### config.mk
export PLATFORM = sky130hd
export DESIGN_NAME = fault_toggle_irq
export DESIGN_NICKNAME = d
export VERILOG_FILES = /design/src/rtl/fault_toggle_pkg.sv /design/src/rtl/fault_err_bank.sv /design/src/rtl/fault_ctrl_reg.sv /design/src/rtl/fault_pulse_gen.sv /design/src/rtl/fault_toggle_irq.sv
export SDC_FILE = /design/constraint.sdc
export NUM_CORES = 1
export LEC_CHECK = 0
export ABC_AREA = 1
export BUFFER_PORTS_ARGS = -buffer_cell sky130_fd_sc_hd__buf_2
export CAP_MARGIN = 20
export CORE_MARGIN = 5
export CORE_UTILIZATION = 35
export CTS_CLUSTER_DIAMETER = 80
export DETAILED_ROUTE_END_ITERATION = 8
export PLACE_DENSITY = 0.6
export SLEW_MARGIN = 30
export SYNTH_ARGS = -nofsm -noshare
export SYNTH_HDL_FRONTEND = slang
export SYNTH_HIERARCHICAL = 1
export SYNTH_SLANG_ARGS = --single-unit
export TNS_END_PERCENT = 1
### constraint.sdc
create_clock -name clk -period 1.6 [get_ports clk]
set_clock_uncertainty 0.1 [all_clocks]
set_input_delay 0.16 -clock clk [delete_from_list [all_inputs] [get_ports clk]]
set_output_delay 0.16 -clock clk [all_outputs]
set_load 0.01 [all_outputs]
### src/rtl/fault_toggle_pkg.sv
package fault_toggle_pkg;

  typedef enum logic [1:0] {
    SRC_EVQ  = 2'd0,
    SRC_PAGE = 2'd1,
    SRC_SYNC = 2'd2,
    SRC_ERR  = 2'd3
  } irq_src_e;

  typedef enum logic [1:0] {
    RD_STATUS  = 2'd0,
    RD_ACK     = 2'd1,
    RD_CTRL    = 2'd2,
    RD_PENDING = 2'd3
  } rd_sel_e;

  localparam int unsigned NUM_SRC     = 4;
  localparam int unsigned CTRL_ERR_EN = 0;
  localparam int unsigned CTRL_EVQ_EN = 2;

endpackage

### src/rtl/fault_err_bank.sv
module fault_err_bank #(
  parameter int unsigned W = 32
) (
  input  logic         clk,
  input  logic         rst_n,
  input  logic         raise_req,
  input  logic [W-1:0] raise_mask,
  input  logic         ack_we,
  input  logic [W-1:0] ack_wdata,
  output logic [W-1:0] status_q,
  output logic [W-1:0] ack_q,
  output logic [W-1:0] pending,
  output logic         raised_any,
  output logic         misuse_evt
);

  logic [W-1:0] fresh_bits;
  logic [W-1:0] status_d;
  logic [W-1:0] ack_d;
  logic [W-1:0] ack_flips;

  // Both updates are computed from the values held before this edge.
  always_comb begin
    pending    = status_q ^ ack_q;
    fresh_bits = raise_mask & ~pending;
    raised_any = raise_req && (fresh_bits != '0);
    status_d   = status_q;
    if (raise_req) begin
      status_d = status_q ^ fresh_bits;
    end
    ack_d      = ack_q;
    ack_flips  = '0;
    if (ack_we) begin
      ack_d     = ack_wdata;
      ack_flips = ack_q ^ ack_wdata;
    end
    misuse_evt = ack_we && ((ack_flips & ~pending) != '0);
  end

  always_ff @(posedge clk or negedge rst_n) begin
    if (!rst_n) begin
      status_q <= '0;
      ack_q    <= '0;
    end else begin
      if (raise_req) begin
        status_q <= status_d;
      end
      if (ack_we) begin
        ack_q <= ack_d;
      end
    end
  end

  // the acknowledge word takes the written value unchanged.
  p_ack_verbatim_r10: assert property (@(posedge clk) disable iff (!rst_n)
    ack_we |=> (ack_q == $past(ack_wdata)));

  // a request that brings nothing new leaves the status word alone.
  p_no_fresh_hold_r4: assert property (@(posedge clk) disable iff (!rst_n)
    (raise_req && ((raise_mask & ~pending) == '0)) |=> $stable(status_q));

  // bits outside the mask never change.
  p_mask_bound_r3: assert property (@(posedge clk) disable iff (!rst_n)
    raise_req |=> (((status_q ^ $past(status_q)) & ~$past(raise_mask)) == '0));

  // without a request the status word is held.
  p_idle_hold_r3: assert property (@(posedge clk) disable iff (!rst_n)
    !raise_req |=> $stable(status_q));

  // an outstanding bit is never inverted by hardware.
  p_pending_kept_r3: assert property (@(posedge clk) disable iff (!rst_n)
    raise_req |=> (((status_q ^ $past(status_q)) & $past(pending)) == '0));

endmodule

### src/rtl/fault_ctrl_reg.sv
module fault_ctrl_reg #(
  parameter int unsigned W = 32
) (
  input  logic         clk,
  input  logic         rst_n,
  input  logic         ctrl_we,
  input  logic [W-1:0] ctrl_wdata,
  output logic [W-1:0] ctrl_q,
  output logic         err_en,
  output logic         evq_en
);
  import fault_toggle_pkg::*;

  localparam logic [W-1:0] KEEP_MASK =
    (W'(1) << CTRL_ERR_EN) | (W'(1) << CTRL_EVQ_EN);

  logic [W-1:0] ctrl_d;

  always_comb begin
    ctrl_d = ctrl_wdata & KEEP_MASK;
  end

  always_ff @(posedge clk or negedge rst_n) begin
    if (!rst_n) begin
      ctrl_q <= '0;
    end else if (ctrl_we) begin
      ctrl_q <= ctrl_d;
    end
  end

  assign err_en = ctrl_q[CTRL_ERR_EN];
  assign evq_en = ctrl_q[CTRL_EVQ_EN];

  // the control word changes only on a write.
  p_ctrl_hold_r13: assert property (@(posedge clk) disable iff (!rst_n)
    !ctrl_we |=> $stable(ctrl_q));

  // after a write only the two enable bits may be set.
  p_ctrl_reserved_r13: assert property (@(posedge clk) disable iff (!rst_n)
    ctrl_we |=> ((ctrl_q & ~KEEP_MASK) == '0));

endmodule

### src/rtl/fault_pulse_gen.sv
module fault_pulse_gen #(
  parameter int unsigned N = 4
) (
  input  logic         clk,
  input  logic         rst_n,
  input  logic [N-1:0] fire,
  output logic [N-1:0] pulse_q
);

  for (genvar i = 0; i < N; i++) begin : g_line
    logic line_d;

    always_comb begin
      line_d = fire[i];
    end

    always_ff @(posedge clk or negedge rst_n) begin
      if (!rst_n) begin
        pulse_q[i] <= 1'b0;
      end else begin
        pulse_q[i] <= line_d;
      end
    end

    // a line is high only in the cycle after a fire.
    p_pulse_origin_r9: assert property (@(posedge clk) disable iff (!rst_n)
      !fire[i] |=> !pulse_q[i]);
  end

endmodule

### src/rtl/fault_toggle_irq.sv
module fault_toggle_irq #(
  parameter int unsigned W = 32
) (
  input  logic         clk,
  input  logic         rst_n,
  input  logic         hw_req_valid,
  input  logic [1:0]   hw_req_src,
  input  logic [W-1:0] hw_err_mask,
  input  logic         sw_wr_en,
  input  logic         sw_wr_sel,
  input  logic [W-1:0] sw_wr_data,
  input  logic [1:0]   sw_rd_sel,
  output logic [W-1:0] sw_rd_data,
  output logic         irq_evq,
  output logic         irq_page,
  output logic         irq_sync,
  output logic         irq_err,
  output logic         ack_misuse
);
  import fault_toggle_pkg::*;

  logic [W-1:0] status_q;
  logic [W-1:0] ack_q;
  logic [W-1:0] pending;
  logic [W-1:0] ctrl_q;
  logic         raised_any;
  logic         misuse_evt;
  logic         err_en;
  logic         evq_en;
  logic         raise_req;
  logic         ack_we;
  logic         ctrl_we;
  logic [NUM_SRC-1:0] fire;
  logic [NUM_SRC-1:0] pulse_q;
  logic         flag_d;
  logic         flag_q;
  irq_src_e     src;

  always_comb begin
    src       = irq_src_e'(hw_req_src);
    raise_req = hw_req_valid && (src == SRC_ERR);
    ack_we    = sw_wr_en && !sw_wr_sel;
    ctrl_we   = sw_wr_en && sw_wr_sel;
  end

  fault_err_bank #(.W(W)) u_err_bank (
    .clk        (clk),
    .rst_n      (rst_n),
    .raise_req  (raise_req),
    .raise_mask (hw_err_mask),
    .ack_we     (ack_we),
    .ack_wdata  (sw_wr_data),
    .status_q   (status_q),
    .ack_q      (ack_q),
    .pending    (pending),
    .raised_any (raised_any),
    .misuse_evt (misuse_evt)
  );

  fault_ctrl_reg #(.W(W)) u_ctrl (
    .clk        (clk),
    .rst_n      (rst_n),
    .ctrl_we    (ctrl_we),
    .ctrl_wdata (sw_wr_data),
    .ctrl_q     (ctrl_q),
    .err_en     (err_en),
    .evq_en     (evq_en)
  );

  // Request decode into per-source fire strobes; page requests never fire.
  always_comb begin
    fire = '0;
    if (hw_req_valid) begin
      unique case (src)
        SRC_EVQ:  fire[SRC_EVQ]  = evq_en;
        SRC_PAGE: fire[SRC_PAGE] = 1'b0;
        SRC_SYNC: fire[SRC_SYNC] = 1'b1;
        SRC_ERR:  fire[SRC_ERR]  = raised_any && err_en;
        default:  fire = '0;
      endcase
    end
  end

  fault_pulse_gen #(.N(NUM_SRC)) u_pulse (
    .clk     (clk),
    .rst_n   (rst_n),
    .fire    (fire),
    .pulse_q (pulse_q)
  );

  assign irq_evq  = pulse_q[SRC_EVQ];
  assign irq_page = pulse_q[SRC_PAGE];
  assign irq_sync = pulse_q[SRC_SYNC];
  assign irq_err  = pulse_q[SRC_ERR];

  always_comb begin
    flag_d = flag_q | misuse_evt;
  end

  always_ff @(posedge clk or negedge rst_n) begin
    if (!rst_n) begin
      flag_q <= 1'b0;
    end else begin
      flag_q <= flag_d;
    end
  end

  assign ack_misuse = flag_q;

  always_comb begin
    unique case (rd_sel_e'(sw_rd_sel))
      RD_STATUS:  sw_rd_data = status_q;
      RD_ACK:     sw_rd_data = ack_q;
      RD_CTRL:    sw_rd_data = ctrl_q;
      RD_PENDING: sw_rd_data = pending;
      default:    sw_rd_data = '0;
    endcase
  end

  // command sync always pulses.
  p_sync_always_r7: assert property (@(posedge clk) disable iff (!rst_n)
    (hw_req_valid && hw_req_src == 2'd2) |=> irq_sync);

  // event-queue pulse is gated by the enable.
  p_evq_gate_r6: assert property (@(posedge clk) disable iff (!rst_n)
    (hw_req_valid && hw_req_src == 2'd0) |=> (irq_evq == $past(ctrl_q[2])));

  // a disabled global-error request never pulses.
  p_err_gate_r5: assert property (@(posedge clk) disable iff (!rst_n)
    (hw_req_valid && hw_req_src == 2'd3 && !ctrl_q[0]) |=> !irq_err);

  // the global-error pulse implies the status word changed.
  p_err_changed_r5: assert property (@(posedge clk) disable iff (!rst_n)
    irq_err |-> (status_q != $past(status_q)));

  // page requests stay silent.
  p_page_silent_r8: assert property (@(posedge clk) disable iff (!rst_n)
    (hw_req_valid && hw_req_src == 2'd1) |=> !irq_page);

  // the misuse flag is sticky.
  p_flag_sticky_r11: assert property (@(posedge clk) disable iff (!rst_n)
    ack_misuse |=> ack_misuse);

  // at most one pulse per cycle, since one request per cycle.
  p_one_line_r9: assert property (@(posedge clk) disable iff (!rst_n)
    $onehot0({irq_evq, irq_page, irq_sync, irq_err}));

endmodule

==> results.json, run 1 <==
{
  "status": "complete, but fails checks",
  "violations": "setup timing",
  "p_per_area_nw_per_um2": 919,
  "root_buffer": "clkbuf_16",
  "finalSetupTns_ns": -1.23,
  "critPathRequiredTime_ns": 1.71,
  "busiest_layer": "met2",
  "drv_slew": 0,
  "path_cells": "buf_4 > xor2_1 > nand3_1 > nand2_1 > nor2_2 > nand2_2 > nor2_2 > nand2_1 > or2_2",
  "pin_count": 110,
  "vias": 6009,
  "drt_first_pass_iters": 5,
  "grt_max_degree": 46,
  "fp.dieH_um": 136,
  "cts_tree": "yes",
  "yosysTopAreaCell": "dfrtp_1",
  "portBuffers": 109,
  "synthAdderAreaFrac_pct": 0,
  "met1_usage_pct": 24.4,
  "hold_path.class": "input port to register",
  "yosys.cell_types.count": 21,
  "yosys.area.top_type_share_pct": 32.2,
  "critPathBufInv": 1,
  "cp_max_fo": 3,
  "clk_pin_slew_ns": 0.06,
  "cap_violations": 0,
  "holdPathStages": 3,
  "crit_path_top_delay_cell": "dfrtp_1",
  "ys_ff_latch": 71,
  "rows": 46,
  "setup_viol": 19,
  "n_antenna_cell": 0,
  "routed_wl_um": 16800,
  "die_area_um2": 18400,
  "p_leak_uw": 0.00407,
  "placed_cells": 1225,
  "ant_nets": 0,
  "synth_top_family_by_area": "simple AND/OR/NAND/NOR gates",
  "syn_inst": 876,
  "synth-compound-area-share_pct": 5.62,
  "antenna_found_initial": 0,
  "clock_path_buffers": 2,
  "track_usage_pct": 18.3,
  "cp-end-kind": "register",
  "clock_latency_ns": 0.33,
  "routabilityCongestion": 0.786,
  "met3_usage_pct": 2.97,
  "worst-r2r-cell-count": 9,
  "cts-htree-levels": 3,
  "nNetsFinal": 1162,
  "synthFlopType": "dfrtp_1",
  "fin_crit_sh_pct": 108,
  "syn2layout_area_growth_pct": 37.1,
  "synth_edf_count": 0,
  "yosysWarnings": 6,
  "worstSetupStartpointType": "register",
  "critPathLaunch": "u_err_bank/ack_q[28]$_DFFE_PN0P_",
  "drc_errors": 0,
  "grt_pass1_wl_um": 26800,
  "cts_buffers": 9,
  "async_flop_share_pct": 100,
  "start_util_pct": 35.3,
  "synth_simple_gate_area_share_pct": 39.1,
  "dp_hpwl_um": 11300,
  "fmax_mhz": 581,
  "core_area_um2": 15700,
  "use_met2_pct": 30.3,
  "rsz0062_at_grt": "true",
  "final_cell_count_no_fill": 1308,
  "grt_pass1_vias": 5575,
  "wire_per_inst_um": 12.9,
  "path_depth": 9,
  "vias_per_cell": 4.59,
  "yosys-top-cells-area": "dfrtp_1 32%, nand2_1 21%, nand3_1 12%",
  "cp_top_family": "simple AND/OR/NAND/NOR gates",
  "drt_iter0_drc": 407,
  "ir_worst_vdd_mv": 0.512,
  "gr-total-overflow": 0,
  "synthXorXnorAreaFrac_pct": 4.60,
  "timing.final.ws_setup_ns": -0.123,
  "drive_gt1_share_pct": 28.4,
  "yosysSeqAreaShare_pct": 32.2,
  "hold_violations": 0,
  "min_from": "hw_req_valid",
  "syn_area_per_cell_um2": 6.30,
  "cts_sinks": 71,
  "synth.area.mux_share_pct": 0.544,
  "die_w_um": 136,
  "path_class": "register to register",
  "finalCriticalPeriod_ns": 1.72,
  "arrival_ns": 1.84,
  "syn-cell-area_um2": 5520,
  "final_core_util_pct": 48.4,
  "cpPeakStageDelay_ns": 0.40,
  "r2r-start": "u_err_bank/ack_q[28]$_DFFE_PN0P_"
}
==> power breakdown <==
group	leakage, uW	switching [uW]	internal [uW]
sequential	0.000809	281	2090
combinational	0.00314	1500	1300
clock	0.000122	751	1030
total	0.00407	2540	4420
==> worst paths after layout <==
path	endpoint	slack [ns]
hold / removal	u_pulse/pulse_q[3]$_DFF_PN0_	0.01
hold reg to reg	ack_misuse$_DFF_PN0_	0.43
setup reg to reg	ack_misuse$_DFF_PN0_	-0.12
max in group asynchronous	u_err_bank/status_q[10]$_DFFE_PN0P_	0.73
min in group asynchronous	u_err_bank/ack_q[21]$_DFFE_PN0P_	0.17
setup / recovery	ack_misuse$_DFF_PN0_	-0.12
==> Yosys cell counts, drive strengths merged (2+ instances only) <==
| cell | n |
|---|---|
| or2 | 4 |
| dfrtp | 71 |
| nand2 | 311 |
| nor2 | 24 |
| nand4 | 34 |
| mux2i | 3 |
| xor2 | 29 |
| nand3 | 130 |
| o21ai | 61 |
| buf | 69 |
| inv | 135 |
| conb | 2 |
==> flip-flops by register name, summed over array words and instances, names as in the netlist <==
signal               count
u_err_bank/ack_q        32
u_err_bank/status_q     32
u_pulse/pulse_q          4
u_ctrl/ctrl_q            2
ack_misuse               1
==> metal layers <==
metal  vias to the layer above  part of all wire, %
met5                         -                    0
met4                         0                  1.3
met3                        18                  5.0
met2                       139                   47
met1                      2741                   46
li1                       3111                    -
==> through the flow <==
stage	power (uW)	hold slack, ns	worst slack [ns]	instance area [um2]
after global routing	7500	0.0351	-0.228	7570
after floorplan	3830	-0.236	0.154	5630
after global placement	4730	-0.0283	-0.149	6550
after CTS	6840	0.000929	-0.113	7420
after detailed placement	4750	-0.0284	-0.149	6550
final	6960	0.0105	-0.123	7570
==> worst reg2reg max path, stage by stage (launching register included) <==
cell,delay (ns)
dfrtp_1,0.40
buf_4,0.15
xor2_1,0.15
nand3_1,0.08
nand2_1,0.09
nor2_2,0.12
nand2_2,0.07
nor2_2,0.10
nand2_1,0.06
or2_2,0.30
==> cell usage in the layout (no fill, tap or decap), types with 2 or more instances in the layout <==
cell type / synthesis / routed
buf_4: 47 / 85
buf_12: 0 / 7
dfrtp_1: 71 / 66
or2_1: 3 / 3
nor2_1: 22 / 15
o21ai_2: 0 / 2
nor2_2: 2 / 8
nand3_1: 130 / 123
mux2i_1: 3 / 3
nand4_1: 34 / 34
buf_2: 20 / 108
nand3_2: 0 / 7
clkinv_2: 0 / 2
inv_1: 120 / 95
nand2_1: 310 / 283
xor2_1: 29 / 29
dfrtp_2: 0 / 5
dlygate4sd3_1: 0 / 37
buf_6: 2 / 6
clkbuf_1: 1 / 3
o21ai_0: 61 / 58
inv_2: 15 / 40
conb_1: 2 / 31
nand2_2: 1 / 27
clkbuf_16: 0 / 9
==> timing repair <==
item                                    CTS  global route
endpoints found under the setup margin   32            37
hold endpoints to repair                108             0
pin swaps                                35            15
buffers inserted                         24             9
hold buffers                             37             0
resized for setup                        37            46
==> final cells by class <==
type                       count  area [um2]
clock inverter                 2        10.0
multi-input combinational    629        3010
fill                        1666        8080
clock buffer                  12         236
tap                          216         270
timing repair buffer         243        1760
sequential                    71        1780
inverter                     135         507
==> kinds of logic (layout without fill, tap and decap cells) <==
kind of cell,count (synthesis),count (layout)
flops,71,71
simple gates,504,504
xor+xnor,29,29
mux,3,3
other cells,2,31
buf+inv,205,392
compound gates,62,62
No activity file was read; power rests on OpenSTA's default activity.
==> run 2, diff against run 1 <==
--- a/config.mk
+++ b/config.mk
@@ -8,6 +8,7 @@
 export ABC_AREA = 1
 export BUFFER_PORTS_ARGS = -buffer_cell sky130_fd_sc_hd__buf_2
 export CAP_MARGIN = 20
+export CORE_ASPECT_RATIO = 1.2
 export CORE_MARGIN = 5
 export CORE_UTILIZATION = 35
 export CTS_CLUSTER_DIAMETER = 80
==> results.json, run 2 (synthesized netlist as in run 1, its figures left out) <==
{
  "path_class": "register to output port",
  "die_area_um2": 18400,
  "ir_worst_vdd_mv": 0.386,
  "wire_per_inst_um": 13.1,
  "reg_top3": "u_err_bank/ack_q x32, u_err_bank/status_q x32, u_pulse/pulse_q x4",
  "routabilityCongestion": 0.813,
  "timing.final.ws_setup_ns": -0.0851,
  "core_area_um2": 15600,
  "drive_gt1_share_pct": 24.9,
  "rows": 50,
  "clk_pin_slew_ns": 0.06,
  "status": "complete, but fails checks",
  "fin_crit_sh_pct": 105,
  "reg2reg_setup_slack_ns": -0.02,
  "drv_slew": 0,
  "critPathBufInv": 2,
  "setup_viol": 12,
  "drt_first_pass_iters": 5,
  "cp_top_family": "simple AND/OR/NAND/NOR gates",
  "worstSetupStartpointType": "register",
  "fmax_mhz": 593,
  "fin_hold_ws_ns": 0.0215,
  "cts-htree-levels": 3,
  "cp_max_fo": 3,
  "cpPeakStageDelay_ns": 0.39,
  "critPathRequiredTime_ns": 1.34,
  "n_antenna_cell": 0,
  "root_buffer": "clkbuf_16",
  "cts_tree": "yes",
  "grt_max_degree": 44,
  "grt_pass1_wl_um": 27600,
  "rsz0062_at_grt": "true",
  "cts_buffers": 9,
  "syn2layout_area_growth_pct": 31.4,
  "hold_violations": 0,
  "portBuffers": 109,
  "gr-total-overflow": 0,
  "arrival_ns": 1.43,
  "design_area_um2": 7260,
  "antenna_found_initial": 0,
  "fill_cells": 1649,
  "drc_errors": 0,
  "final_core_util_pct": 46.6,
  "p_per_area_nw_per_um2": 919,
  "mostFrequentLayoutCell": "nand2_1",
  "vias_per_cell": 4.65,
  "crit_path_top_delay_cell": "dfrtp_1",
  "cap_violations": 0,
  "violations": "setup timing",
  "place_area_um2": 6380,
  "clock_path_buffers": 2,
  "hold_path.class": "input port to register",
  "routed_wl_um": 16600,
  "cts_sinks": 71,
  "nNetsFinal": 1125,
  "fp.dieH_um": 148,
  "path_cells": "or2_1 > nand2_2 > inv_1 > nand3_1 > nand4_1 > buf_2",
  "vias": 5885,
  "mostFrequentLayoutCells": "278 x nand2_1, 126 x nand3_1, 108 x buf_2, 101 x inv_1, 67 x dfrtp_1",
  "die_w_um": 125,
  "dp_hpwl_um": 11600,
  "drt_iter0_drc": 318,
  "cp-end-kind": "output port",
  "track_usage_pct": 18.3,
  "start_util_pct": 35.5,
  "pin_count": 110,
  "finalCriticalPeriod_ns": 1.69,
  "p_leak_uw": 0.00388,
  "ant_nets": 0,
  "grt_pass1_vias": 5837,
  "clock_latency_ns": 0.34
}
[run 2: cell types whose count changed in the layout (fill, tap and decap cells not counted), sizes merged]
cell / delta
clkbuf: +3
dlygate4sd3: +1
clkinv: -1
buf: -38
[run 2: cell type report]
cell class	instances	area, um2	area share (%)
clock buffer	15	248	3.41
clock inverter	1	5.00	0.0690
inverter	135	507	6.98
multi-input combinational	629	2990	41.3
sequential	71	1780	24.5
tap	208	260	3.59
timing repair buffer	206	1460	20.2
[run 2: per-stage QoR]
| step | worst slack [ns] | instances | setup TNS (ns) | power [uW] |
|---|---|---|---|---|
| after global placement | -0.0838 | 1195 | -0.0838 | 4560 |
| after detailed placement | -0.0997 | 1195 | -0.0997 | 4590 |
| after CTS | -0.0950 | 1261 | -0.884 | 6660 |
| after global routing | -0.153 | 1265 | -3.16 | 7210 |
| final | -0.0851 | 1265 | -0.390 | 6670 |
| after floorplan | 0.154 | 905 | 0 | 3830 |
[run 2: worst paths after layout]
kind	from	endpoint	depth (start not counted)
setup / recovery	u_err_bank/ack_q[15]$_DFFE_PN0P_	sw_rd_data[15]	6
hold / removal	hw_req_valid	u_pulse/pulse_q[3]$_DFF_PN0_	3
setup reg to reg	u_err_bank/ack_q[21]$_DFFE_PN0P_	ack_misuse$_DFF_PN0_	10
hold reg to reg	ack_misuse$_DFF_PN0_	ack_misuse$_DFF_PN0_	1
max in group asynchronous	rst_n	u_err_bank/ack_q[0]$_DFFE_PN0P_	3
min in group asynchronous	rst_n	u_err_bank/status_q[22]$_DFFE_PN0P_	2
[run 2: timing repair]
item,CTS,global route
hold endpoints to repair,106,0
setup buffers,13,4
resized for setup,31,43
endpoints found under the setup margin,31,54
pin swaps,26,11
hold buffers,38,0
[run 2: worst min-delay path, delay by kind of cell]
family / cells / cell delay [ns]
and+or+nand+nor: 2 / 0.14
buffers and inverters: 1 / 0.12
[run 2: metal layers]
| metal | track usage, % | wire (um) | vias to the layer above |
|---|---|---|---|
| met2 | 32.5 | 8260 | 139 |
| li1 | - | - | 3036 |
| met4 | 5.21 | 262 | 0 |
| met5 | 0 | 0 | - |
| met1 | 22.2 | 7110 | 2689 |
| met3 | 4.23 | 934 | 21 |
[run 2: where the power goes]
part	total [uW]	switching (uW)	internal, uW
registers	2380	285	2090
clock network	1800	744	1050
logic	2500	1430	1070
==> run 3, diff against run 2 <==
--- a/config.mk
+++ b/config.mk
@@ -13,10 +13,9 @@
 export CORE_UTILIZATION = 35
 export CTS_CLUSTER_DIAMETER = 80
 export DETAILED_ROUTE_END_ITERATION = 8
-export PLACE_DENSITY = 0.6
+export PLACE_DENSITY = 0.61
 export SLEW_MARGIN = 30
 export SYNTH_ARGS = -nofsm -noshare
 export SYNTH_HDL_FRONTEND = slang
-export SYNTH_HIERARCHICAL = 1
 export SYNTH_SLANG_ARGS = --single-unit
 export TNS_END_PERCENT = 1
==> results.json, run 3 <==
{
  "syn2layout_area_growth_pct": 36.2,
  "routabilityCongestion": 0.846,
  "yosys.cell_types.count": 21,
  "yosysSeqAreaShare_pct": 37.6,
  "fill_cells": 1344,
  "gr-total-overflow": 0,
  "synth_most_common_cell": "nand2_1",
  "synth_fp_nets": 759,
  "cpPeakStageDelay_ns": 0.43,
  "synth_edf_count": 0,
  "top_layer": "met5",
  "pwr-share-seq_pct": 37.4,
  "yosys.area.top_type_share_pct": 37.6,
  "final_cell_count_no_fill": 1011,
  "met2_length_um": 6330,
  "start_util_pct": 35.5,
  "path_cells": "xnor2_2 > o221ai_1 > buf_2",
  "nNetsFinal": 913,
  "track_usage_pct": 18.0,
  "p_per_area_nw_per_um2": 1020,
  "total_power_uw": 6450,
  "cap_violations": 0,
  "dp_hpwl_um": 9470,
  "cts-htree-levels": 3,
  "combPwrFrac_pct": 34.8,
  "drt_iter0_drc": 289,
  "fmax_mhz": 638,
  "core_area_um2": 13100,
  "rows": 46,
  "drv_slew": 0,
  "ant_nets": 0,
  "grt_pass1_vias": 4637,
  "p_clk_share_pct": 27.8,
  "reg_top3": "u_err_bank.ack_q x32, u_err_bank.status_q x32, u_pulse.pulse_q x3",
  "cp_max_fo": 3,
  "ir_worst_vdd_mv": 0.576,
  "fin_hold_ws_ns": 0.0192,
  "mostFrequentLayoutCell": "nand2_1",
  "finalCriticalPeriod_ns": 1.57,
  "hold_path.class": "input port to register",
  "placed_cells": 955,
  "rsz0062_at_grt": "true",
  "routed_wl_um": 13500,
  "p_sw_uw": 2300,
  "pin_count": 110,
  "dp_slack_ns": 0.0655,
  "syn_area_per_cell_um2": 6.79,
  "syn-cell-area_um2": 4660,
  "ys_top_cells_by_count": "275 x nand2_1, 99 x inv_1, 70 x dfrtp_1",
  "fp.dieH_um": 136,
  "p_sw_share_pct": 35.7,
  "cts_sinks": 70,
  "regArea_um2": 1750,
  "path_class": "register to output port",
  "die_w_um": 115,
  "drt_first_pass_iters": 5,
  "mostFrequentLayoutCells": "268 x nand2_1, 106 x buf_2, 82 x inv_1, 69 x dfrtp_1, 53 x o21ai_0",
  "clock_latency_ns": 0.33,
  "syn_inst": 686,
  "multi_input_area_um2": 2590,
  "internal_power_uw": 4140,
  "portBuffers": 108,
  "timing.final.ws_setup_ns": 0.0322,
  "status": "complete, no violations",
  "grt_pass1_wl_um": 22200,
  "n_antenna_cell": 0,
  "fin_crit_sh_pct": 98.0,
  "antenna_found_initial": 1,
  "yosys-top-cells-area": "dfrtp_1 38%, nand2_1 22%, inv_1 8.0%",
  "yosysTopAreaCell": "dfrtp_1",
  "setup_viol": 0,
  "ys_ff_latch": 70,
  "root_buffer": "clkbuf_16",
  "cts_buffers": 9,
  "clock_path_buffers": 2,
  "cts_tree": "yes",
  "crit_path_top_delay_cell": "dfrtp_1",
  "vias": 4775,
  "wl_met3_um": 869,
  "vias_per_cell": 4.72,
  "die_area_um2": 15700,
  "critPathRequiredTime_ns": 1.34,
  "hold_violations": 0,
  "final_core_util_pct": 48.3,
  "worstSetupStartpointType": "register",
  "drc_errors": 0,
  "grt_max_degree": 40,
  "cp-end-kind": "output port",
  "arrival_ns": 1.31,
  "async_flop_share_pct": 100,
  "drive_gt1_share_pct": 24.9,
  "p_leak_uw": 0.00341,
  "yosysWarnings": 0,
  "wl_met1_um": 6000,
  "synthFlopType": "dfrtp_1",
  "wire_per_inst_um": 13.3,
  "clk_pin_slew_ns": 0.05
}
run 3: worst paths after layout:
kind                                                   from                                   to  slack (ns)  cells after the start
max in group asynchronous                             rst_n  u_err_bank.status_q[18]$_DFFE_PN0P_        0.66                      3
min in group asynchronous                             rst_n     u_err_bank.ack_q[30]$_DFFE_PN0N_        0.20                      2
hold reg to reg                        ack_misuse$_DFF_PN0_                 ack_misuse$_DFF_PN0_        0.39                      2
hold / removal                                sw_wr_data[2]      u_err_bank.ack_q[2]$_DFFE_PN0N_        0.02                      3
setup reg to reg            u_err_bank.ack_q[0]$_DFFE_PN0N_         u_pulse.pulse_q[3]$_DFF_PN0_        0.15                     10
setup / recovery           u_err_bank.ack_q[15]$_DFFE_PN0N_                       sw_rd_data[15]        0.03                      3
run 3: per-stage QoR:
step	TNS, ns	instance area (um2)
2_1_floorplan	0	4660
3_3_place_gp	0	5450
3_5_place_dp	0	5450
4_1_cts	-0.0804	6120
5_1_grt	-0.293	6340
6_report	0	6340
run 3: final cells by class:
type                    instances  share of cell area (%)
repair buffers                166                    18.0
multi-input cells             490                    40.9
flip-flops and latches         70                    27.6
clock buffers                  13                    3.95
inverters                     103                    6.10
well taps                     168                    3.32
clock inverters                 1                   0.118
run 3: cell families (layout without fill, tap and decap cells):
kind of cell / after synthesis / in the layout / synth area share [%]
and+or+nand+nor: 360 / 360 / 30.3
AOI/OAI and AO/OA: 86 / 86 / 11.8
muxes: 13 / 13 / 2.85
xor gates and xnor gates: 30 / 30 / 5.64
other: 1 / 1 / 0.0805
buffers and inverters: 126 / 283 / 11.7
DFF: 70 / 70 / 37.6
run 3: power by group through the flow:
stage / clock network, uW / logic [uW] / registers (uW)
final: 1790 / 2240 / 2410
after global routing: 1940 / 2570 / 2460
after CTS: 1870 / 2090 / 2370
after detailed placement: 0 / 1960 / 2390
after global placement: 0 / 1960 / 2380
after floorplan: 0 / 1330 / 2330
run 3: critical path, delay by kind of cell, from the launching register on:
family | cells | cell delay [ns]
xor+xnor | 1 | 0.17
buf+inv | 1 | 0.19
flops | 1 | 0.43
compound gates | 1 | 0.19
run 3: repair_timing:
item	CTS	global route
hold buffers	34	0
endpoints found under the hold margin	58	0
endpoints found under the setup margin	12	33
resized for setup	10	49
cloned	0	0
setup buffers	1	8
pin swaps	0	7
run 3: per-layer routing:
metal / global-route usage, % / up-vias
met2: 29.4 / 112
met4: 6.20 / 2
met3: 5.25 / 25
li1: - / 2461
met5: 0 / -
met1: 22.5 / 2175
